==> config.mk <==
export PLATFORM = sky130hd
export DESIGN_NAME = dma4_engine
export DESIGN_NICKNAME = d
export VERILOG_FILES = /design/src/rtl/dma4_pkg.sv /design/src/rtl/dma4_prio_arb.sv /design/src/rtl/dma4_chan_regs.sv /design/src/rtl/dma4_master_fsm.sv /design/src/rtl/dma4_engine.sv
export SDC_FILE = /design/constraint.sdc
export NUM_CORES = 1
export LEC_CHECK = 0
export BUFFER_PORTS_ARGS = -buffer_cell sky130_fd_sc_hd__clkbuf_2
export CORE_ASPECT_RATIO = 1.5
export CORE_MARGIN = 5
export CORE_UTILIZATION = 46
export CTS_CLUSTER_DIAMETER = 50
export CTS_CLUSTER_SIZE = 28
export DETAILED_ROUTE_END_ITERATION = 8
export PLACE_DENSITY_LB_ADDON = 0.05
export RECOVER_POWER = 25
export SLEW_MARGIN = 10
export SYNTH_ARGS = -nofsm -noshare
export SYNTH_HDL_FRONTEND = slang
export SYNTH_SLANG_ARGS = --single-unit
==> constraint.sdc <==
create_clock -name clk -period 4.2 [get_ports clk]
set_input_delay 0.84 -clock clk [delete_from_list [all_inputs] [get_ports clk]]
set_output_delay 0.84 -clock clk [all_outputs]
set_load 0.01 [all_outputs]
==> src/rtl/dma4_pkg.sv <==
package dma4_pkg;
  typedef enum logic [1:0] {
    XT_VERIFY = 2'b00,
    XT_WRITE  = 2'b01,
    XT_READ   = 2'b10,
    XT_SPARE  = 2'b11
  } xfer_kind_e;

  typedef enum logic [1:0] {
    MS_IDLE,
    MS_WAIT,
    MS_ADDR,
    MS_XFER
  } mstate_e;
endpackage

==> src/rtl/dma4_prio_arb.sv <==
module dma4_prio_arb #(
  parameter int NCH = 4,
  localparam int CHW = $clog2(NCH)
) (
  input  logic [NCH-1:0] req,
  output logic           any,
  output logic [CHW-1:0] idx
);
  // Lowest index wins: scan from the top so the last hit is the smallest.
  always_comb begin
    any = |req;
    idx = '0;
    for (int i = NCH - 1; i >= 0; i--) begin
      if (req[i]) idx = CHW'(i);
    end
  end
endmodule

==> src/rtl/dma4_chan_regs.sv <==
module dma4_chan_regs #(
  parameter int NCH = 4,
  parameter int AW  = 16,
  parameter int CW  = 14,
  localparam int CHW  = $clog2(NCH),
  localparam int SELW = CHW + 2,
  localparam int WW   = CW + 2
) (
  input  logic                     clk,
  input  logic                     rst_n,
  input  logic                     acc_wr,
  input  logic                     acc_rd_done,
  input  logic [SELW-1:0]          sel,
  input  logic [7:0]               wdata,
  output logic [7:0]               rdata,
  input  logic                     upd,
  input  logic [CHW-1:0]           upd_ch,
  output logic [NCH-1:0]           en_o,
  output logic [NCH-1:0][AW-1:0]   addr_o,
  output logic [NCH-1:0][CW-1:0]   cnt_o,
  output logic [NCH-1:0][1:0]      kind_o
);
  logic [NCH-1:0][AW-1:0] addr_q, addr_d;
  logic [NCH-1:0][WW-1:0] word_q, word_d;
  logic [NCH-1:0]         en_q, en_d;
  logic                   ff_q, ff_d;

  logic           is_mode;
  logic           is_word;
  logic [CHW-1:0] ch;

  assign is_mode = sel[SELW-1];
  assign is_word = sel[0];
  assign ch      = sel[CHW:1];

  always_comb begin
    addr_d = addr_q;
    word_d = word_q;
    en_d   = en_q;
    ff_d   = ff_q;
    if (upd) begin
      addr_d[upd_ch]         = addr_q[upd_ch] + AW'(1);
      word_d[upd_ch][CW-1:0] = word_q[upd_ch][CW-1:0] - CW'(1);
      if (word_q[upd_ch][CW-1:0] == '0) en_d[upd_ch] = 1'b0;
    end else if (acc_wr) begin
      if (is_mode) begin
        en_d = wdata[NCH-1:0];
        ff_d = 1'b0;
      end else begin
        if (is_word) begin
          if (ff_q) word_d[ch][WW-1:8] = wdata[WW-9:0];
          else      word_d[ch][7:0]    = wdata;
        end else begin
          if (ff_q) addr_d[ch][AW-1:8] = wdata[AW-9:0];
          else      addr_d[ch][7:0]    = wdata;
        end
        ff_d = ~ff_q;
      end
    end else if (acc_rd_done && !is_mode) begin
      ff_d = ~ff_q;
    end
  end

  always_comb begin
    if (is_mode)      rdata = {{(8-NCH){1'b0}}, en_q};
    else if (is_word) rdata = ff_q ? word_q[ch][WW-1:8] : word_q[ch][7:0];
    else              rdata = ff_q ? addr_q[ch][AW-1:8] : addr_q[ch][7:0];
  end

  always_ff @(posedge clk or negedge rst_n) begin
    if (!rst_n) begin
      addr_q <= '0;
      word_q <= '0;
      en_q   <= '0;
      ff_q   <= 1'b0;
    end else begin
      addr_q <= addr_d;
      word_q <= word_d;
      en_q   <= en_d;
      ff_q   <= ff_d;
    end
  end

  generate
    for (genvar g = 0; g < NCH; g++) begin : g_out
      assign addr_o[g] = addr_q[g];
      assign cnt_o[g]  = word_q[g][CW-1:0];
      assign kind_o[g] = word_q[g][WW-1:CW];
    end
  endgenerate
  assign en_o = en_q;
endmodule

==> src/rtl/dma4_master_fsm.sv <==
module dma4_master_fsm
  import dma4_pkg::*;
#(
  parameter int NCH         = 4,
  parameter int AW          = 16,
  parameter int CW          = 14,
  parameter int MARK_PERIOD = 128,
  localparam int CHW = $clog2(NCH),
  localparam int MW  = $clog2(MARK_PERIOD)
) (
  input  logic                   clk,
  input  logic                   rst_n,
  input  logic [NCH-1:0]         dreq,
  input  logic [NCH-1:0]         en,
  input  logic                   hlda,
  input  logic [NCH-1:0][AW-1:0] addr_all,
  input  logic [NCH-1:0][CW-1:0] cnt_all,
  input  logic [NCH-1:0][1:0]    kind_all,
  output logic                   hrq,
  output logic                   aen,
  output logic                   adstb,
  output logic [AW-1:0]          cur_addr,
  output logic [NCH-1:0]         dack_n,
  output logic                   memr_n,
  output logic                   memw_n,
  output logic                   ior_n,
  output logic                   iow_n,
  output logic                   tc,
  output logic                   mark,
  output logic                   upd,
  output logic [CHW-1:0]         upd_ch
);
  mstate_e        state_q, state_d;
  logic [CHW-1:0] ch_q, ch_d;
  logic [MW-1:0]  mcnt_q, mcnt_d;

  logic           in_xfer;
  logic           tc_now;
  logic [NCH-1:0] clr_mask;
  logic [NCH-1:0] req_v;
  logic           any;
  logic [CHW-1:0] win;
  xfer_kind_e     kind;

  assign in_xfer  = (state_q == MS_XFER);
  assign tc_now   = in_xfer && (cnt_all[ch_q] == '0);
  assign clr_mask = tc_now ? (NCH'(1) << ch_q) : '0;
  assign req_v    = dreq & en & ~clr_mask;
  assign kind     = xfer_kind_e'(kind_all[ch_q]);

  dma4_prio_arb #(.NCH(NCH)) u_arb (
    .req (req_v),
    .any (any),
    .idx (win)
  );

  always_comb begin
    state_d = state_q;
    ch_d    = ch_q;
    case (state_q)
      MS_IDLE: if (any) state_d = MS_WAIT;
      MS_WAIT: begin
        if (!any) state_d = MS_IDLE;
        else if (hlda) begin
          state_d = MS_ADDR;
          ch_d    = win;
        end
      end
      MS_ADDR: state_d = MS_XFER;
      MS_XFER: begin
        if (hlda && any) begin
          state_d = MS_ADDR;
          ch_d    = win;
        end else begin
          state_d = MS_IDLE;
        end
      end
      default: state_d = MS_IDLE;
    endcase
  end

  always_comb begin
    mcnt_d = mcnt_q;
    if (in_xfer) begin
      if (mcnt_q == MW'(MARK_PERIOD - 1)) mcnt_d = '0;
      else                                mcnt_d = mcnt_q + MW'(1);
    end
  end

  always_ff @(posedge clk or negedge rst_n) begin
    if (!rst_n) begin
      state_q <= MS_IDLE;
      ch_q    <= '0;
      mcnt_q  <= '0;
    end else begin
      state_q <= state_d;
      ch_q    <= ch_d;
      mcnt_q  <= mcnt_d;
    end
  end

  assign hrq      = (state_q != MS_IDLE);
  assign aen      = (state_q == MS_ADDR) || in_xfer;
  assign adstb    = (state_q == MS_ADDR);
  assign cur_addr = addr_all[ch_q];
  assign dack_n   = aen ? ~(NCH'(1) << ch_q) : '1;
  assign memr_n   = !(in_xfer && kind == XT_READ);
  assign iow_n    = !(in_xfer && kind == XT_READ);
  assign memw_n   = !(in_xfer && kind == XT_WRITE);
  assign ior_n    = !(in_xfer && kind == XT_WRITE);
  assign tc       = tc_now;
  assign mark     = in_xfer && (mcnt_q == MW'(MARK_PERIOD - 1));
  assign upd      = in_xfer;
  assign upd_ch   = ch_q;
endmodule

==> src/rtl/dma4_engine.sv <==
module dma4_engine #(
  parameter int NCH         = 4,
  parameter int AW          = 16,
  parameter int CW          = 14,
  parameter int MARK_PERIOD = 128,
  localparam int CHW  = $clog2(NCH),
  localparam int SELW = CHW + 2
) (
  input  logic            clk,
  input  logic            rst_n,
  input  logic            cs_n,
  input  logic [SELW-1:0] a_sel,
  input  logic            rd_n,
  input  logic            wr_n,
  input  logic [7:0]      db_in,
  output logic [7:0]      db_out,
  output logic            db_oe,
  input  logic [NCH-1:0]  dreq,
  output logic [NCH-1:0]  dack_n,
  output logic            hrq,
  input  logic            hlda,
  output logic [7:0]      addr_lo,
  output logic            aen,
  output logic            adstb,
  output logic            memr_n,
  output logic            memw_n,
  output logic            ior_n,
  output logic            iow_n,
  output logic            tc,
  output logic            mark
);
  logic [1:0] rs_q;
  logic       rst_n_s;

  always_ff @(posedge clk or negedge rst_n) begin
    if (!rst_n) rs_q <= 2'b00;
    else        rs_q <= {rs_q[0], 1'b1};
  end
  assign rst_n_s = rs_q[1];

  logic wr_on, rd_on, wr_q, rd_q;
  logic acc_wr, acc_rd_done;

  // The register port is locked out while the engine owns the buses.
  assign wr_on = !cs_n && !wr_n && !aen;
  assign rd_on = !cs_n && !rd_n && !aen;

  always_ff @(posedge clk or negedge rst_n_s) begin
    if (!rst_n_s) begin
      wr_q <= 1'b0;
      rd_q <= 1'b0;
    end else begin
      wr_q <= wr_on;
      rd_q <= rd_on;
    end
  end
  assign acc_wr      = wr_on && !wr_q;
  assign acc_rd_done = rd_q && !rd_on;

  logic [7:0]               rdata;
  logic                     upd;
  logic [CHW-1:0]           upd_ch;
  logic [NCH-1:0]           en;
  logic [NCH-1:0][AW-1:0]   addr_all;
  logic [NCH-1:0][CW-1:0]   cnt_all;
  logic [NCH-1:0][1:0]      kind_all;
  logic [AW-1:0]            cur_addr;

  dma4_chan_regs #(.NCH(NCH), .AW(AW), .CW(CW)) u_regs (
    .clk         (clk),
    .rst_n       (rst_n_s),
    .acc_wr      (acc_wr),
    .acc_rd_done (acc_rd_done),
    .sel         (a_sel),
    .wdata       (db_in),
    .rdata       (rdata),
    .upd         (upd),
    .upd_ch      (upd_ch),
    .en_o        (en),
    .addr_o      (addr_all),
    .cnt_o       (cnt_all),
    .kind_o      (kind_all)
  );

  dma4_master_fsm #(.NCH(NCH), .AW(AW), .CW(CW), .MARK_PERIOD(MARK_PERIOD)) u_fsm (
    .clk      (clk),
    .rst_n    (rst_n_s),
    .dreq     (dreq),
    .en       (en),
    .hlda     (hlda),
    .addr_all (addr_all),
    .cnt_all  (cnt_all),
    .kind_all (kind_all),
    .hrq      (hrq),
    .aen      (aen),
    .adstb    (adstb),
    .cur_addr (cur_addr),
    .dack_n   (dack_n),
    .memr_n   (memr_n),
    .memw_n   (memw_n),
    .ior_n    (ior_n),
    .iow_n    (iow_n),
    .tc       (tc),
    .mark     (mark),
    .upd      (upd),
    .upd_ch   (upd_ch)
  );

  assign db_out  = adstb ? cur_addr[AW-1:8] : rdata;
  assign db_oe   = adstb || rd_on;
  assign addr_lo = aen ? cur_addr[7:0] : 8'h00;
endmodule

==> impl_metrics.csv <==
group,metric,value,unit
route,drc,0,
logic_synthesis,synth_top_family_by_area,"multiplexers",
logic_synthesis,synthMuxAreaShare,20.4,%
cells_and_area,nNetsFinal,958,
status,violations,"max-capacitance violations, max-slew violations",
floorplan,dieHeight,185,um
worst_setup_path,path_class,"register to primary output",
clock_network,ctsHtreeMaxLevel,4,
route,vias,8233,
sta,tns,0,ns
sta,clock_skew,0.0104,ns
route,drt_first_pass_iters,5,
logic_synthesis,synthXorXnorAreaFrac,2.61,%
clock_network,cts_root_buffer,"clkbuf_16",
clock_network,cts_setup_buffers,0,
grt,grt_pass1_vias,8304,
clock_network,clkTransAtPathRegs,0.07,ns
grt,grt_pass1_wl,54400,um
clock_network,cts_hold_buf,0,
logic_synthesis,yosysWarnings,0,
floorplan,die_area,23400,um^2
status,status,"finished with violations",
sta,hold_violations,0,
sta,max_slew_margin,-42.0,%
power_and_ir_drop,p_leak,4.19,nW
floorplan,coreArea,20300,um^2
clock_network,ctsResizeCount,0,
floorplan,start_util,46.4,%
worst_setup_path,end_kind,"primary output",
clock_network,cts.sinks,148,
power_and_ir_drop,irDropWorstVdd,0.378,mV
worst_setup_path,crit_required,3.36,ns
cells_and_area,antennaDiodeCount,0,
logic_synthesis,synth_compound_area_share,19.4,%
sta,tightest_slew,2.13,ns
grt,gr-total-overflow,0,
logic_synthesis,synthTopCellsByArea,"dfrtp_1 39%, mux4_2 15%, o211ai_1 4.1%, nand2_1 3.9%, o21a_1 3.7%",
cells_and_area,drive_above_1_share,23.3,%
logic_synthesis,synth_cells,897,
worst_setup_path,worstPathArrival,2.90,ns
worst_setup_path,critPathMaxFanout,21,
worst_setup_path,startpoint_type,"register",
route,vias_per_cell,6.81,
logic_synthesis,synth_top_cell_area_share,39.4,%
job,max_cap_violations,1,
logic_synthesis,yosysSeqAreaShare,39.4,%
logic_synthesis,yosysTopAreaCell,"dfrtp_1",
logic_synthesis,synth.avg_cell_area,10.5,um^2
sta,min_period_over_period,89.1,%
sta,max_freq,0.267,GHz
logic_synthesis,synth-adder-area-share,0.533,%
route,ant_nets,0,
logic_synthesis,synth_top_flop_cell,"dfrtp_1",
logic_synthesis,synth-seq-cells,148,
placed_design,dp_hpwl,26700,um
clock_network,clk_latency,0.44,ns
placed_design,port_buffers,51,
sta,fin_crit,3.74,ns
route,wirelength,36100,um
logic_synthesis,synthArstFlopShare,100,%
worst_setup_path,cp_slowest_stage_delay,0.68,ns
logic_synthesis,yosys.cell_types.count,58,
sta,rsz0062_at_grt,"no",
placed_design,gp_congestion,0.954,
worst_setup_path,worst_path_max_delay_cell,"mux4_2",
route,wire_per_inst,29.9,um
cells_and_area,syn_to_final_growth,12.2,%
power_and_ir_drop,powerDensity,835,nW/um^2
grt,grt_max_degree,147,
clock_network,cts_buffer_depth,2,
sta,setup_viol,0,
cells_and_area,final_util,52.0,%
grt,grt_antenna_before_repair,0,
clock_network,tritoncts,"yes",
logic_synthesis,yosys.area_share.simple,13.7,%
cells_and_area,stdcell_count,1209,
logic_synthesis,syn_nets,923,
placed_design,dp.cells,1177,
grt,grt_usage,31.6,%
clock_network,numCtsBuffers,17,
floorplan,rows,64,
worst_setup_path,crit_chain,"buf_4, mux4_2, nor4_4, nand4_4, inv_1, clkbuf_2",
worst_hold_path,hp-class,"primary input to asynchronous set/reset pin",
logic_synthesis,synth_edf_count,0,
sta,hold-worst-slack,0.178,ns
route,drtIter0Drc,748,
logic_synthesis,syn_area,9390,um^2
floorplan,io_pins,52,
sta,drv_slew,147,
floorplan,die_w,127,um
==> worst paths after layout <==
| kind | startpoint | slack, ns | cells after the start | endpoint |
|---|---|---|---|---|
| worst max-delay path | u_fsm.upd_ch[0]$_DFFE_PN0P_ | 0.46 | 6 | tc |
| worst min-delay path | rst_n | 0.18 | 1 | rs_q[1]$_DFF_PN0_ |
| worst max register to register | u_fsm.upd_ch[0]$_DFFE_PN0P_ | 0.78 | 7 | u_fsm.upd_ch[0]$_DFFE_PN0P_ |
| worst min register to register | rs_q[0]$_DFF_PN0_ | 0.36 | 0 | rs_q[1]$_DFF_PN0_ |
| max in group asynchronous | rs_q[1]$_DFF_PN0_ | 1.71 | 1 | u_fsm.upd_ch[1]$_DFFE_PN0P_ |
| min in group clk | rs_q[0]$_DFF_PN0_ | 0.36 | 0 | rs_q[1]$_DFF_PN0_ |
==> power breakdown <==
group          internal (mW)  leakage [nW]  switching (mW)  total, mW
logic                   1.86          2.07            2.45       4.31
registers               2.05          1.84           0.900       2.95
clock network          0.902         0.281           0.635       1.54
==> layer usage <==
layer  routed length (um)  part of all wire, %  global-route usage (%)
met3                 2830                  7.8                    6.64
met5                    0                    0                       0
met4                 2380                  6.6                    17.9
met2                18100                   50                    54.0
met1                12800                   36                    37.0
==> cells in the mapped netlist (4+ instances only) <==
master / number
mux4_1: 10
nand2_1: 97
buf_2: 10
nor2b_1: 4
xnor2_1: 12
o21a_1: 46
nor3_1: 7
nor2_1: 79
ha_1: 4
buf_1: 5
a31oi_1: 7
o21ai_1: 11
nor4_1: 6
and2_1: 9
a22o_1: 7
a22oi_1: 12
xor2_1: 16
and3_1: 5
mux2_2: 18
o21ai_0: 45
nand2b_1: 5
a21oi_1: 58
nand3_1: 23
a2bb2oi_1: 21
mux2i_1: 5
nand4_1: 7
dfrtp_1: 148
clkbuf_1: 52
inv_1: 11
o211ai_1: 51
mux4_2: 62
==> critical path, delay by kind of cell (launching register included) <==
family        cells  cell delay [ns]
buf+inv           3             0.64
mux               1             0.68
flops             1             0.38
simple gates      2             0.74
==> registers in the layout, summed over array words and instances (netlist names) <==
name and count:
rd_q 1, rs_q 2, u_fsm.mcnt_q 7, u_fsm.state_q 2, u_fsm.upd_ch 2, u_regs.addr_o 64, u_regs.cnt_o 56, u_regs.en_o 4
u_regs.ff_q 1, u_regs.kind_o 8, wr_q 1
==> per-stage QoR <==
step	power, mW	setup WS [ns]	area (um^2)
floorplan	5.63	0.569	9390
global placement	7.15	0.668	9970
detailed placement	7.20	0.628	9970
finish	8.80	0.460	10500
global route	9.20	0.303	10500
CTS	8.75	0.465	10600
==> cell families (layout without fill, tap and decap cells) <==
group / Yosys count / count (layout)
AOI/OAI and AO/OA: 272 / 272
and+or+nand+nor: 266 / 266
DFF: 148 / 148
muxes: 95 / 95
buffers and inverters: 83 / 131
xor gates and xnor gates: 28 / 28
adders and majority gates: 4 / 4
other: 1 / 1
==> final cells by class <==
cell class                      count  area, um^2
Tap cell                          264         330
Multi-Input combinational cell    666        5330
Clock buffer                       19         453
Clock inverter                     13         133
Timing Repair Buffer               88         544
Fill cell                        1858        9720
Sequential cell                   148        3710
Inverter                           11        41.3
==> cell usage in the layout (no fill, tap or decap), types with 7 or more instances in the layout <==
master / instances
nand3_1: 23
buf_4: 35
o211ai_1: 51
dfrtp_1: 145
a21oi_1: 58
a2bb2oi_1: 21
nand4_1: 7
nor2_1: 79
mux4_2: 62
a22oi_1: 12
mux2_2: 18
o21a_1: 46
a31oi_1: 7
xor2_1: 16
o21ai_0: 45
inv_1: 11
a22o_1: 7
xnor2_1: 12
mux4_1: 10
nand2_1: 97
o21ai_1: 11
nor3_1: 7
clkbuf_16: 17
clkbuf_2: 50
and2_1: 9
Note: power is estimated with default switching activity, not from simulation.
